==> src/rtl/kbd_input_port.sv <==
module kbd_input_port #(
  parameter int DATA_W   = 8,
  parameter int ADDR_W   = 2,
  parameter int OFF_DATA = 0,
  parameter int OFF_STAT = 1,
  parameter int OFF_CTRL = 2,
  parameter int RDY_BIT  = 1,
  parameter int OVR_BIT  = 3,
  parameter int IE_BIT   = 1
) (
  input  logic              clk,
  input  logic              rst,
  input  logic              char_valid,
  input  logic [DATA_W-1:0] char_data,
  input  logic [ADDR_W-1:0] bus_addr,
  input  logic              bus_rd,
  input  logic              bus_wr,
  input  logic [DATA_W-1:0] bus_wdata,
  output logic [DATA_W-1:0] bus_rdata,
  input  logic              irq_ack,
  output logic              irq
);

  localparam logic [ADDR_W-1:0] A_DATA = ADDR_W'(OFF_DATA);
  localparam logic [ADDR_W-1:0] A_STAT = ADDR_W'(OFF_STAT);
  localparam logic [ADDR_W-1:0] A_CTRL = ADDR_W'(OFF_CTRL);

  logic [DATA_W-1:0] char_q;
  logic rdy_q, ovr_q, ie_q, armed_q;
  logic [DATA_W-1:0] stat_word, ctrl_word;

  wire stat_rd = bus_rd && (bus_addr == A_STAT);
  wire ctrl_wr = bus_wr && (bus_addr == A_CTRL);

  always_ff @(posedge clk) begin
    if (rst) begin
      char_q  <= '0;
      rdy_q   <= 1'b0;
      ovr_q   <= 1'b0;
      ie_q    <= 1'b0;
      armed_q <= 1'b0;
    end else begin
      if (char_valid) begin
        char_q  <= char_data;
        rdy_q   <= 1'b1;
        armed_q <= 1'b1;
        if (stat_rd)    ovr_q <= 1'b0;
        else if (rdy_q) ovr_q <= 1'b1;
      end else begin
        if (stat_rd) begin
          rdy_q <= 1'b0;
          ovr_q <= 1'b0;
        end
        if (irq_ack) armed_q <= 1'b0;
      end
      if (ctrl_wr) ie_q <= bus_wdata[IE_BIT];
    end
  end

  always_comb begin
    stat_word = '0;
    stat_word[RDY_BIT] = rdy_q;
    stat_word[OVR_BIT] = ovr_q;
    ctrl_word = '0;
    ctrl_word[IE_BIT] = ie_q;
  end

  always_comb begin
    bus_rdata = '0;
    if (bus_rd) begin
      case (bus_addr)
        A_DATA:  bus_rdata = char_q;
        A_STAT:  bus_rdata = stat_word;
        A_CTRL:  bus_rdata = ctrl_word;
        default: bus_rdata = '0;
      endcase
    end
  end

  assign irq = armed_q & rdy_q & ie_q;

  // a strobe makes the ready bit visible in the next cycle
  a_r2_ready_set: assert property (@(posedge clk) disable iff (rst)
    char_valid |=> rdy_q);

  // a status load without an arrival consumes both flags
  a_r3_status_clears: assert property (@(posedge clk) disable iff (rst)
    (stat_rd && !char_valid) |=> (!rdy_q && !ovr_q));

  // an arrival on top of a waiting character flags overrun
  a_r4_overrun: assert property (@(posedge clk) disable iff (rst)
    (char_valid && rdy_q && !stat_rd) |=> ovr_q);

  // a control store sets the enable from bit IE_BIT
  a_r5_ctrl_write: assert property (@(posedge clk) disable iff (rst)
    ctrl_wr |=> (ie_q == $past(bus_wdata[IE_BIT])));

  // with the enable low and no control store, no request follows
  a_r6_needs_enable: assert property (@(posedge clk) disable iff (rst)
    (!ie_q && !ctrl_wr) |=> !irq);

  // acknowledge without a new arrival withdraws the request
  a_r7_ack_drops: assert property (@(posedge clk) disable iff (rst)
    (irq_ack && !char_valid) |=> !irq);

endmodule

==> config.mk <==
export PLATFORM = sky130hd
export DESIGN_NAME = kbd_input_port
export DESIGN_NICKNAME = d
export VERILOG_FILES = /design/src/rtl/kbd_input_port.sv
export SDC_FILE = /design/constraint.sdc
export NUM_CORES = 1
export LEC_CHECK = 0
export BUFFER_PORTS_ARGS = -buffer_cell sky130_fd_sc_hd__clkbuf_2
export CAP_MARGIN = 10
export CORE_MARGIN = 2
export CORE_UTILIZATION = 40
export CTS_CLUSTER_SIZE = 16
export DETAILED_ROUTE_END_ITERATION = 6
export GPL_TIMING_DRIVEN = 1
export PLACE_DENSITY_LB_ADDON = 0.2
export SLEW_MARGIN = 30
export SYNTH_ARGS = -nofsm -noshare
export SYNTH_HDL_FRONTEND = slang
export SYNTH_SLANG_ARGS = --single-unit
==> constraint.sdc <==
create_clock -name clk -period 1.05 [get_ports clk]
set_clock_uncertainty 0.2 [all_clocks]
set_input_delay 0.105 -clock clk [delete_from_list [all_inputs] [get_ports clk]]
set_output_delay 0.105 -clock clk [all_outputs]
set_load 0.05 [all_outputs]
==> summary.md <==
| Metric | Value |
|---|---|
| TritonCTS Buffers | 3 |
| YS warnings | 0 |
| HPWL after detailed placement | 794 um |
| Final Setup Violations | 9 |
| Async SR Flop Fraction | 0 |
| CP arrival | 1.03 ns |
| Max-cap violations | 0 |
| Fmax | 749 MHz |
| # fillers | 75 |
| Routed met1 length | 669 um |
| Starting density of the core | 0.424 |
| Num rows | 13 |
| CP Capture Type | output port |
| Relative slew margins | 0.781 |
| Period utilization | 1.27 |
| Unrepaired setup endpoints after global routing | yes |
| Pins over their slew limit | 0 |
| Synth cell types | 17 |
| Max IR drop VDD | 1230 uV |
| Via count | 521 |
| Number of synthesized flops with an enable pin | 0 |
| Die Height | 40.9 um |
| Synth top cells by count | dfxtp_1 (12), mux2i_1 (11), nor2_1 (9), and2_1 (6), nand2b_1 (5) |
| Vias in the first global route | 518 |
| Setup Crit Path Kind | reg2out |
| Die width | 40.9 um |
| Layout cells sized above 1 | 0.592 |
| Routed WL | 1.58 mm |
| Flops & latches, synth | 12 |
| Final hold violations | 11 |
| Synth area leaders | dfxtp_1 (44%), mux2i_1 (20%), and2_1 (6.9%), nor2_1 (6.2%), nand2b_1 (5.7%) |
| Clk slew on worst S/H paths | 0.08 ns |
| Hold Crit Class | in2reg |
| DP Area | 733 um2 |
| Final critical-path required period | 1.33 ns |
| Cells after DPL | 98 |
| CP Launch Type | flip-flop |
| Power Total | 0.00112 W |
| Actual slew at the worst max-slew pin | 0.328 ns |
| Met3 wire length | 80 um |
| Total Die Area | 1670 um2 |
| First-pass GRT wire length | 2.19 mm |
| Ant. Diodes | 0 |
| Starting DRT DRC Count | 5 |
| Routed vias/inst | 4.61 |
| Pwr Density | 1040 nW/um2 |
| Worst setup margin | -0.285 ns |
| PortBufs | 25 |
| Crit-path leading delay family | flip-flops |
| Syn Nets | 80 |
| Clock latency on the worst-skew pair | 0.28 ns |
| Design area | 1080 um2 |
| RePlAce Congestion | 0.618 |
| Initial antenna violation count | 0 |
| DR WL/cell | 14.0 um |
| Outcome | complete, but fails checks |
| Drt pass-1 iters | 4 |
| Worst hold slack | -0.0216 ns |
| Post-synthesis sequential area ratio | 0.441 |
| CTS tree | done |
| Syn_area_per_cell | 9.72 um2 |
| Grt ovf | 0 |
| WP buf/inv | 1 |
| Clock sink total | 12 |
| IO Pins | 33 |
| Worst EP required | 0.74 ns |
| Cell taking the most area after synthesis | dfxtp_1 |
| Top-count cell post-synth | dfxtp_1 |
| Max layer used | met4 |
| Non-Filler Instances | 113 |
| Slowest stage delay, CP | 0.34 ns |
| Core area | 1280 um2 |
| Syn-to-layout area delta | 97.7% |
| LEAKAGE | 0.493 nW |
| Post-synth top area share | 0.441 |
| Clock Path Buffers | 2 |
| Routed Antenna Nets | 0 |
| Total track usage | 0.208 |
| Largest fanout on the critical path | 3 |
| Slowest CP cell | dfxtp_2 |
| Gate count of the mapped netlist | 56 |
| DRC violations left | 0 |
| H-tree depth | 1 |
| Netlist Area Pre-Place | 544 um2 |
| CTS root buf | clkbuf_4 |
| Length of routed met2 wiring | 794 um |
| Crit path cell chain | nand4b_1 > o21ai_4 > buf_8 |
| Primary FF master, synth | dfxtp_1 |
| Nets | 123 |
| Largest net degree at the start of global routing | 15 |
| Violations in the final reports | hold timing, setup timing |
## layout make-up
class / count / area, um2 / share of cell area
repair buffers: 40 / 420 / 0.391
multi-input cells: 41 / 343 / 0.319
flip-flops and latches: 12 / 254 / 0.236
clock buffers: 4 / 36.3 / 0.0337
well taps: 15 / 18.8 / 0.0174
inverters: 1 / 3.75 / 0.00349
## per-layer routing
layer | up-vias | global-route usage
li1 | 273 | -
met1 | 226 | 0.229
met2 | 17 | 0.359
met3 | 5 | 0.0598
met4 | 0 | 0.100
met5 | - | 0
## per-stage QoR
stage / hold slack [ns] / util / setup TNS, ns / setup slack (ns)
after global placement: 0.142 / 0.571 / -1.50 / -0.194
after CTS: -0.0154 / 0.825 / -1.71 / -0.313
after floorplan: -0.0253 / - / -0.0252 / -0.0252
after global routing: 0.0110 / 0.837 / -2.10 / -0.326
after detailed placement: 0.154 / 0.571 / -1.56 / -0.198
final: -0.0216 / 0.837 / -1.88 / -0.285
## logic make-up (layout without fill, tap and decap cells)
kind of cell    after synthesis  count (layout)  share of synthesized area
simple gates                 26              26                      0.287
flops                        12              12                      0.441
mux                          11              11                      0.202
compound gates                4               4                     0.0391
buf+inv                       3              45                     0.0299
## flip-flops by register name, indices dropped and copies added (netlist names)
| signal | count |
|---|---|
| char_q | 8 |
| rdy_q | 1 |
| ovr_q | 1 |
| armed_q | 1 |
| ie_q | 1 |
## worst paths after layout
check                            start                     end  slack [ns]  cells past startpoint
setup / recovery     ie_q$_SDFFE_PP0P_            bus_rdata[1]       -0.28                      3
setup reg to reg    rdy_q$_SDFFE_PP0P_      ovr_q$_SDFFE_PP0P_        0.07                      3
hold reg to reg   armed_q$_SDFFE_PP0P_    armed_q$_SDFFE_PP0P_        0.29                      2
hold / removal                     rst  char_q[5]$_SDFFE_PP0P_       -0.02                      2
## power breakdown
group	switching, W	internal [W]	total, W
logic	0.000104	0.000132	0.000236
registers	0.0000202	0.000488	0.000509
clock network	0.000168	0.000211	0.000379
total	0.000292	0.000832	0.00112
## cells in the final DEF (no fill, tap or decap), drive strengths merged
cell type / instances
a21oi: 2
and2: 6
and3: 1
and3b: 1
buf: 9
clkbuf: 24
dfxtp: 12
dlygate4sd3: 11
inv: 1
mux2i: 11
nand2b: 5
nand3b: 1
nand4b: 1
nor2: 9
nor3: 1
nor3b: 1
o21ai: 1
o22ai: 1
## what timing repair did
| item | CTS | global route |
|---|---|---|
| pin swaps | 1 | 8 |
| gates resized for setup | 41 | 10 |
| buffers inserted | 1 | 0 |
| endpoints found under the setup margin | 9 | 11 |
| endpoints found under the hold margin | 11 | 0 |
| cloned | 0 | 0 |
| hold buffers | 11 | 0 |
Note: power is estimated with default switching activity, not from simulation.
